`src/rtl/dac_boot_pkg.sv`:
```
package dac_boot_pkg;

    localparam int CMD_W   = 8;
    localparam int DATA_W  = 16;
    localparam int FRAME_W = CMD_W + DATA_W;
    localparam int SPAN_W  = 3;
    localparam int SRC_W   = 2 * DATA_W;
    localparam int N_CFG   = 7;
    localparam int SLOT_W  = 3;

    localparam logic [SLOT_W-1:0] RESET_SLOT = 3'd7;

    localparam logic [CMD_W-1:0]  CMD_SOFT_RESET = 8'h70;
    localparam logic [DATA_W-1:0] SOFT_RESET_KEY = 16'h1234;
    localparam logic [CMD_W-1:0]  CMD_DITH_PWR   = 8'h51;
    localparam logic [CMD_W-1:0]  CMD_SRC_LO     = 8'h90;
    localparam logic [CMD_W-1:0]  CMD_SRC_HI     = 8'hA0;
    localparam logic [CMD_W-1:0]  CMD_SCL_LO     = 8'hC0;
    localparam logic [CMD_W-1:0]  CMD_SCL_HI     = 8'hD0;
    localparam logic [CMD_W-1:0]  CMD_INVERT     = 8'hB0;
    localparam logic [CMD_W-1:0]  CMD_SPAN       = 8'h40;

    typedef logic [FRAME_W-1:0] frame_t;

    typedef enum logic [2:0] {
        ST_IDLE,
        ST_PIN_RST,
        ST_SOFT_SEND,
        ST_SOFT_WAIT,
        ST_GUARD,
        ST_CFG_SEND,
        ST_CFG_WAIT,
        ST_DONE
    } seq_state_t;

    typedef enum logic [1:0] {
        SH_IDLE,
        SH_BITS,
        SH_GAP
    } ser_state_t;

endpackage

```
`src/rtl/dac_boot_frames.sv`:
```
module dac_boot_frames
    import dac_boot_pkg::*;
(
    input  logic [SLOT_W-1:0] slot_i,
    input  logic [SRC_W-1:0]  dsrc_i,
    input  logic [SPAN_W-1:0] span_i,
    output frame_t            frame_o
);

    always_comb begin
        unique case (slot_i)
            3'd0: frame_o = {CMD_DITH_PWR, {DATA_W{1'b1}}};
            3'd1: frame_o = {CMD_SRC_LO, dsrc_i[DATA_W-1:0]};
            3'd2: frame_o = {CMD_SRC_HI, dsrc_i[SRC_W-1:DATA_W]};
            3'd3: frame_o = {CMD_SCL_LO, {DATA_W{1'b0}}};
            3'd4: frame_o = {CMD_SCL_HI, {DATA_W{1'b0}}};
            3'd5: frame_o = {CMD_INVERT, {DATA_W{1'b0}}};
            3'd6: frame_o = {CMD_SPAN, {(DATA_W-SPAN_W){1'b0}}, span_i};
            default: frame_o = {CMD_SOFT_RESET, SOFT_RESET_KEY};
        endcase
    end

endmodule

```
`src/rtl/dac_boot_ser.sv`:
```
module dac_boot_ser
    import dac_boot_pkg::*;
#(
    parameter int SCLK_HALF = 2
) (
    input  logic   clk,
    input  logic   rst_n,
    input  logic   go_i,
    input  frame_t frame_i,
    output logic   fin_o,
    output logic   sclk_o,
    output logic   cs_n_o,
    output logic   mosi_o
);

    localparam int PH_N  = 2 * FRAME_W;
    localparam int PH_W  = $clog2(PH_N);
    localparam int DIV_W = (2 * SCLK_HALF > 1) ? $clog2(2 * SCLK_HALF) : 1;

    ser_state_t       st, st_nx;
    logic [DIV_W-1:0] div;
    logic [PH_W-1:0]  ph;
    frame_t           sh;

    logic div_last, gap_last, ph_last;

    assign div_last = (div == DIV_W'(SCLK_HALF - 1));
    assign gap_last = (div == DIV_W'(2 * SCLK_HALF - 1));
    assign ph_last  = (ph == PH_W'(PH_N - 1));

    always_comb begin
        st_nx = st;
        unique case (st)
            SH_IDLE: if (go_i) st_nx = SH_BITS;
            SH_BITS: if (div_last && ph_last) st_nx = SH_GAP;
            SH_GAP:  if (gap_last) st_nx = SH_IDLE;
            default: st_nx = SH_IDLE;
        endcase
    end

    always_ff @(posedge clk) begin
        if (!rst_n) begin
            st  <= SH_IDLE;
            div <= '0;
            ph  <= '0;
            sh  <= '0;
        end else begin
            st <= st_nx;
            unique case (st)
                SH_IDLE: begin
                    div <= '0;
                    ph  <= '0;
                    if (go_i) sh <= frame_i;
                end
                SH_BITS: begin
                    if (div_last) begin
                        div <= '0;
                        if (!ph_last) ph <= ph + 1'b1;
                        if (ph[0]) sh <= {sh[FRAME_W-2:0], 1'b0};
                    end else begin
                        div <= div + 1'b1;
                    end
                end
                SH_GAP: div <= gap_last ? '0 : div + 1'b1;
                default: div <= '0;
            endcase
        end
    end

    always_comb begin
        cs_n_o = (st != SH_BITS);
        sclk_o = (st == SH_BITS) && ph[0];
        mosi_o = (st == SH_BITS) ? sh[FRAME_W-1] : 1'b0;
        fin_o  = (st == SH_GAP) && gap_last;
    end


    idle_clock_low_chk: assert property (@(posedge clk) disable iff (!rst_n)
        cs_n_o |-> !sclk_o);


    data_hold_high_chk: assert property (@(posedge clk) disable iff (!rst_n)
        (sclk_o && $past(sclk_o)) |-> $stable(mosi_o));

endmodule

```
`src/rtl/dac_boot_seq.sv`:
```
module dac_boot_seq
    import dac_boot_pkg::*;
#(
    parameter int CLK_PERIOD_NS = 8,
    parameter int RST_PULSE_NS  = 100,
    parameter int GUARD_NS      = 25,
    parameter int SCLK_HALF     = 2
) (
    input  logic        clk,
    input  logic        rst_n,
    input  logic        start_i,
    input  logic        pin_reset_i,
    input  logic [2:0]  span_i,
    input  logic [31:0] dsrc_i,
    output logic        dac_rst_o,
    output logic        sclk_o,
    output logic        cs_n_o,
    output logic        mosi_o,
    output logic        busy_o,
    output logic        done_o
);

    localparam int RST_CYC   = (RST_PULSE_NS + CLK_PERIOD_NS - 1) / CLK_PERIOD_NS;
    localparam int GUARD_CYC = (GUARD_NS + CLK_PERIOD_NS - 1) / CLK_PERIOD_NS;
    localparam int CNT_MAX   = (RST_CYC > GUARD_CYC) ? RST_CYC : GUARD_CYC;
    localparam int CNT_W     = $clog2(CNT_MAX + 1);
    localparam int GAP_CYC   = 2 * SCLK_HALF;
    localparam int CSH_W     = $clog2(GAP_CYC + 1);

    seq_state_t        st, st_nx;
    logic [CNT_W-1:0]  cnt;
    logic [SLOT_W-1:0] idx;
    logic [SPAN_W-1:0] span_q;
    logic [SRC_W-1:0]  dsrc_q;
    logic              accept;
    logic              go, fin;
    logic [SLOT_W-1:0] slot;
    frame_t            frame;

    assign accept = start_i && ((st == ST_IDLE) || (st == ST_DONE));

    always_comb begin
        st_nx = st;
        unique case (st)
            ST_IDLE, ST_DONE:
                if (start_i) st_nx = pin_reset_i ? ST_PIN_RST : ST_SOFT_SEND;
            ST_PIN_RST:
                if (cnt == CNT_W'(RST_CYC - 1)) st_nx = ST_GUARD;
            ST_SOFT_SEND:
                st_nx = ST_SOFT_WAIT;
            ST_SOFT_WAIT:
                if (fin) st_nx = ST_GUARD;
            ST_GUARD:
                if (cnt == CNT_W'(GUARD_CYC - 1)) st_nx = ST_CFG_SEND;
            ST_CFG_SEND:
                st_nx = ST_CFG_WAIT;
            ST_CFG_WAIT:
                if (fin) st_nx = (idx == SLOT_W'(N_CFG - 1)) ? ST_DONE : ST_CFG_SEND;
            default:
                st_nx = ST_IDLE;
        endcase
    end

    always_ff @(posedge clk) begin
        if (!rst_n) begin
            st     <= ST_IDLE;
            cnt    <= '0;
            idx    <= '0;
            span_q <= '0;
            dsrc_q <= '0;
        end else begin
            st <= st_nx;
            if (st_nx != st)
                cnt <= '0;
            else if ((st == ST_PIN_RST) || (st == ST_GUARD))
                cnt <= cnt + 1'b1;
            if (accept) begin
                idx    <= '0;
                span_q <= span_i;
                dsrc_q <= dsrc_i;
            end else if ((st == ST_CFG_WAIT) && fin && (idx != SLOT_W'(N_CFG - 1))) begin
                idx <= idx + 1'b1;
            end
        end
    end

    always_comb begin
        dac_rst_o = (st == ST_PIN_RST);
        busy_o    = (st != ST_IDLE) && (st != ST_DONE);
        done_o    = (st == ST_DONE);
        go        = (st == ST_SOFT_SEND) || (st == ST_CFG_SEND);
        slot      = (st == ST_SOFT_SEND) ? RESET_SLOT : idx;
    end

    dac_boot_frames u_frames (
        .slot_i  (slot),
        .dsrc_i  (dsrc_q),
        .span_i  (span_q),
        .frame_o (frame)
    );

    dac_boot_ser #(.SCLK_HALF(SCLK_HALF)) u_ser (
        .clk     (clk),
        .rst_n   (rst_n),
        .go_i    (go),
        .frame_i (frame),
        .fin_o   (fin),
        .sclk_o  (sclk_o),
        .cs_n_o  (cs_n_o),
        .mosi_o  (mosi_o)
    );

    // Checker counters for the timing windows below.
    logic [CNT_W-1:0] pin_run;
    logic [CNT_W-1:0] quiet;
    logic [CSH_W-1:0] csh;

    always_ff @(posedge clk) begin
        if (!rst_n) begin
            pin_run <= '0;
            quiet   <= '0;
            csh     <= CSH_W'(GAP_CYC);
        end else begin
            pin_run <= dac_rst_o ? pin_run + 1'b1 : '0;
            if (dac_rst_o || !cs_n_o)
                quiet <= '0;
            else if (quiet < CNT_W'(GUARD_CYC))
                quiet <= quiet + 1'b1;
            if (!cs_n_o)
                csh <= '0;
            else if (csh < CSH_W'(GAP_CYC))
                csh <= csh + 1'b1;
        end
    end


    rst_pulse_short_chk: assert property (@(posedge clk) disable iff (!rst_n)
        dac_rst_o |-> (pin_run < CNT_W'(RST_CYC)));


    rst_pulse_len_chk: assert property (@(posedge clk) disable iff (!rst_n)
        $fell(dac_rst_o) |-> (pin_run == CNT_W'(RST_CYC)));


    no_frame_in_reset_chk: assert property (@(posedge clk) disable iff (!rst_n)
        dac_rst_o |-> cs_n_o);


    guard_gap_chk: assert property (@(posedge clk) disable iff (!rst_n)
        ($fell(cs_n_o) && (st == ST_CFG_WAIT) && (idx == '0)) |-> (quiet >= CNT_W'(GUARD_CYC)));


    frame_gap_chk: assert property (@(posedge clk) disable iff (!rst_n)
        $fell(cs_n_o) |-> (csh >= CSH_W'(GAP_CYC)));


    done_hold_chk: assert property (@(posedge clk) disable iff (!rst_n)
        (done_o && !start_i) |=> done_o);


    start_ignored_chk: assert property (@(posedge clk) disable iff (!rst_n)
        (busy_o && start_i && !dac_rst_o) |=> !dac_rst_o);

endmodule

```
`config.mk`:
```
export PLATFORM = sky130hd
export DESIGN_NAME = dac_boot_seq
export DESIGN_NICKNAME = d
export VERILOG_FILES = /design/src/rtl/dac_boot_pkg.sv /design/src/rtl/dac_boot_frames.sv /design/src/rtl/dac_boot_ser.sv /design/src/rtl/dac_boot_seq.sv
export SDC_FILE = /design/constraint.sdc
export NUM_CORES = 1
export LEC_CHECK = 0
export BUFFER_PORTS_ARGS = -buffer_cell sky130_fd_sc_hd__buf_2
export CAP_MARGIN = 0
export CELL_PAD_IN_SITES_DETAIL_PLACEMENT = 0
export CELL_PAD_IN_SITES_GLOBAL_PLACEMENT = 2
export CORE_MARGIN = 1.5
export CORE_UTILIZATION = 30
export DETAILED_ROUTE_END_ITERATION = 8
export PLACE_DENSITY = 0.7
export SKIP_CTS_REPAIR_TIMING = 1
export SLEW_MARGIN = 20
export SYNTH_ARGS = -nofsm -noshare
export SYNTH_HDL_FRONTEND = slang
export SYNTH_HIERARCHICAL = 1
export SYNTH_SLANG_ARGS = --single-unit
```
`constraint.sdc`:
```
create_clock -name clk -period 1.8 [get_ports clk]
set_input_delay 0.27 -clock clk [delete_from_list [all_inputs] [get_ports clk]]
set_output_delay 0.27 -clock clk [all_outputs]
set_load 0.05 [all_outputs]
```
==> flow_metrics.py <==
metrics = {
    "synthesis": {
        "synth-seq-cells": 79,
        "async_flop_share_pct": 0,
        "syn_inst": 505,
        "synth_top_area_share_pct": 38.1,
        "synth_warnings": 6,
        "synthFlopType": "dfxtp_1",
        "post_synth_num_cell_types": 61,
        "synth_edf_count": 0,
        "synth_area_leaders": "dfxtp_1 (38%), nand2_1 (11%), a21oi_1 (6.5%)",
        "yosysTopAreaCell": "dfxtp_1",
        "synth_area_mm2": 0.00415,
        "synth_area_per_cell_um2": 8.22,
        "yosysSeqAreaShare_pct": 38.1,
        "synth.most_common_cell": "nand2_1",
        "yosys-top-cells-count": "nand2_1 (125), dfxtp_1 (79), a21oi_1 (54), mux2i_1 (25), o211a_1 (24)",
    },
    "place": {
        "globalplace.congestion": 0.738,
        "postPlaceCellArea_mm2": 0.00462,
        "port_buffers": 44,
        "dp.final_hpwl_um": 6830,
    },
    "route": {
        "vias": 3557,
        "vias_per_cell": 4.82,
        "drt-pass1-iter-count": 4,
        "wl_per_cell_um": 14.0,
        "drtAntennaViolNets": 0,
        "drc_errors": 0,
        "drt_iter0_markers": 206,
        "drt-total-wl_um": 10300,
    },
    "sta": {
        "finalSetupTns_ns": 0,
        "rsz0062_at_grt": "yes",
        "final-hold-violation-count": 0,
        "setup_violations": 0,
        "hold_slack_ns": 0.169,
        "fmax_mhz": 579,
        "skew_ns": 0.00507,
        "fin_crit_sh_pct": 95.9,
        "slew_violations": 0,
        "period_needed_ns": 1.73,
    },
    "critical_path": {
        "worstPathRequired_ns": 2.03,
        "cp_max_fo": 24,
        "r2r_cells": 8,
        "reg2reg_from": "u_ser/st[0]",
        "rrSetupSlack_ns": 0.07,
        "cp-end-kind": "flip-flop",
        "path_class": "reg -> reg",
        "arrival_ns": 1.96,
        "r2r-end": "u_ser/sh[10]",
        "critPathLaunchType": "flip-flop",
    },
    "power_and_ir_drop": {
        "fin_total_pwr_mw": 5.99,
        "peakVddDrop_uv": 408,
        "leakage_nw": 2.20,
        "powerDensity_mw_per_mm2": 1160,
    },
    "clock_tree": {
        "insertion_delay_ns": 0.33,
        "cts_buffers": 9,
        "cts_tree": "yes",
        "cts_max_level": 3,
        "clock_sinks": 79,
        "root_buffer": "clkbuf_16",
        "clkTransAtPathRegs_ns": 0.06,
        "max-clock-path-buffers": 2,
    },
    "global_route": {
        "grt_pass1_wl_um": 16800,
        "grt_pass1_vias": 3413,
        "grtUsageTotal_pct": 14.4,
        "grt_antenna_before_repair": 0,
        "grt-ovfl-total": 0,
        "grt_max_degree": 49,
    },
    "final_layout": {
        "final_layout_size_suffix_gt1_share_pct": 22.4,
        "design_area_mm2": 0.00514,
        "final_nets": 607,
        "seqCellArea_mm2": 0.00159,
        "multiInputGateArea_mm2": 0.00233,
        "area_growth_pct": 23.9,
        "diodes": 0,
        "fillers": 1394,
        "finish.utilization_pct": 38.5,
    },
    "worst_hold_path": {
        "hold_start": "dsrc_i[15]",
        "hold_path_end": "dsrc_q[15]",
        "hold_depth": 3,
        "hp-class": "in -> reg",
    },
    "run_status": {
        "outcome": "finished, final reports clean",
    },
    "floorplan": {
        "start_util_pct": 31.1,
        "ioPinCount": 45,
        "rows": 42,
        "dieArea_mm2": 0.0146,
        "die_w_um": 121,
        "coreArea_mm2": 0.0133,
        "die_h_um": 121,
    },
    "job": {
        "drv_cap": 0,
    },
}
[worst max-delay path by stage]
| stage | startpoint | endpoint | cells after the start |
|---|---|---|---|
| 2_1_floorplan | st[2] | u_ser/sh[2] | 10 |
| 3_3_place_gp | st[1] | u_ser/sh[1] | 10 |
| 3_5_place_dp | st[1] | u_ser/sh[1] | 10 |
| 4_1_cts | u_ser/st[1] | mosi_o | 5 |
| 5_1_grt | st[1] | u_ser/sh[22] | 10 |
| 6_report | u_ser/st[0] | u_ser/sh[10] | 8 |
[registers in the layout, indices dropped and copies added, names as in the netlist]
register   cells
cnt            4
dsrc_q        32
idx            3
span_q         3
st             3
u_ser/div      2
u_ser/ph       6
u_ser/sh      24
u_ser/st       2
[kinds of logic (layout without fill, tap and decap cells)]
group,count (synthesis),in the layout,synth area share [%]
and+or+nand+nor,196,196,21.9
AOI/OAI and AO/OA,133,133,22.1
DFF,79,79,38.1
buffers and inverters,54,109,7.23
muxes,25,25,6.03
adders and majority gates,11,11,3.32
xor gates and xnor gates,6,6,1.27
other,1,3,0.0903
[worst max-delay path, cell delays in order (launching register included)]
cell	delay, ns
dfxtp_2	0.36
inv_1	0.06
ha_1	0.24
nor2b_2	0.19
a211oi_4	0.19
buf_4	0.18
buf_12	0.17
nand2_1	0.09
o211a_1	0.13
[power by group]
group / leakage, nW / switching, mW / internal [mW] / total, mW
Combinational: 1.42 / 1.02 / 0.929 / 1.95
Sequential: 0.648 / 0.163 / 2.04 / 2.20
Clock: 0.138 / 0.726 / 1.11 / 1.84
[stage by stage]
| stage | setup WS [ns] | std cells |
|---|---|---|
| 2_1_floorplan | 0.00459 | 507 |
| 3_3_place_gp | 0.0666 | 710 |
| 3_5_place_dp | -0.0134 | 710 |
| 4_1_cts | -0.150 | 726 |
| 5_1_grt | -0.00709 | 738 |
| 6_report | 0.0738 | 738 |
[cell type report]
type                    instances  area share (%)
multi-input cells             374            45.3
clock inverters                 5            1.12
inverters                      15            1.19
well taps                     176            4.28
repair buffers                 78            12.5
flip-flops and latches         79            30.9
clock buffers                  11            4.72
[metal layers]
metal  share of wire (%)  global-route usage [%]
met5                   0                       0
met1                  53                    20.6
met2                  43                    21.6
met4                 1.3                    4.85
met3                 2.4                    2.64
[layout by cell type, fill, tap and decap left out, types with 3 or more instances in the layout]
master,count
nor2_1,11
o21a_1,4
a31oi_1,3
o21bai_1,10
xnor2_1,5
clkinvlp_4,3
ha_1,10
a22oi_1,4
nor3_1,7
o21ai_0,3
and2_1,3
dfxtp_2,6
dfxtp_1,73
nand2_1,124
nand3_1,14
buf_12,6
a21oi_1,53
o21ai_1,9
nand2b_1,7
buf_6,5
o211a_1,24
mux2i_1,25
clkbuf_16,12
a211oi_1,4
buf_4,20
conb_1,3
inv_1,11
buf_2,41
Note: power is estimated with default switching activity, not from simulation.
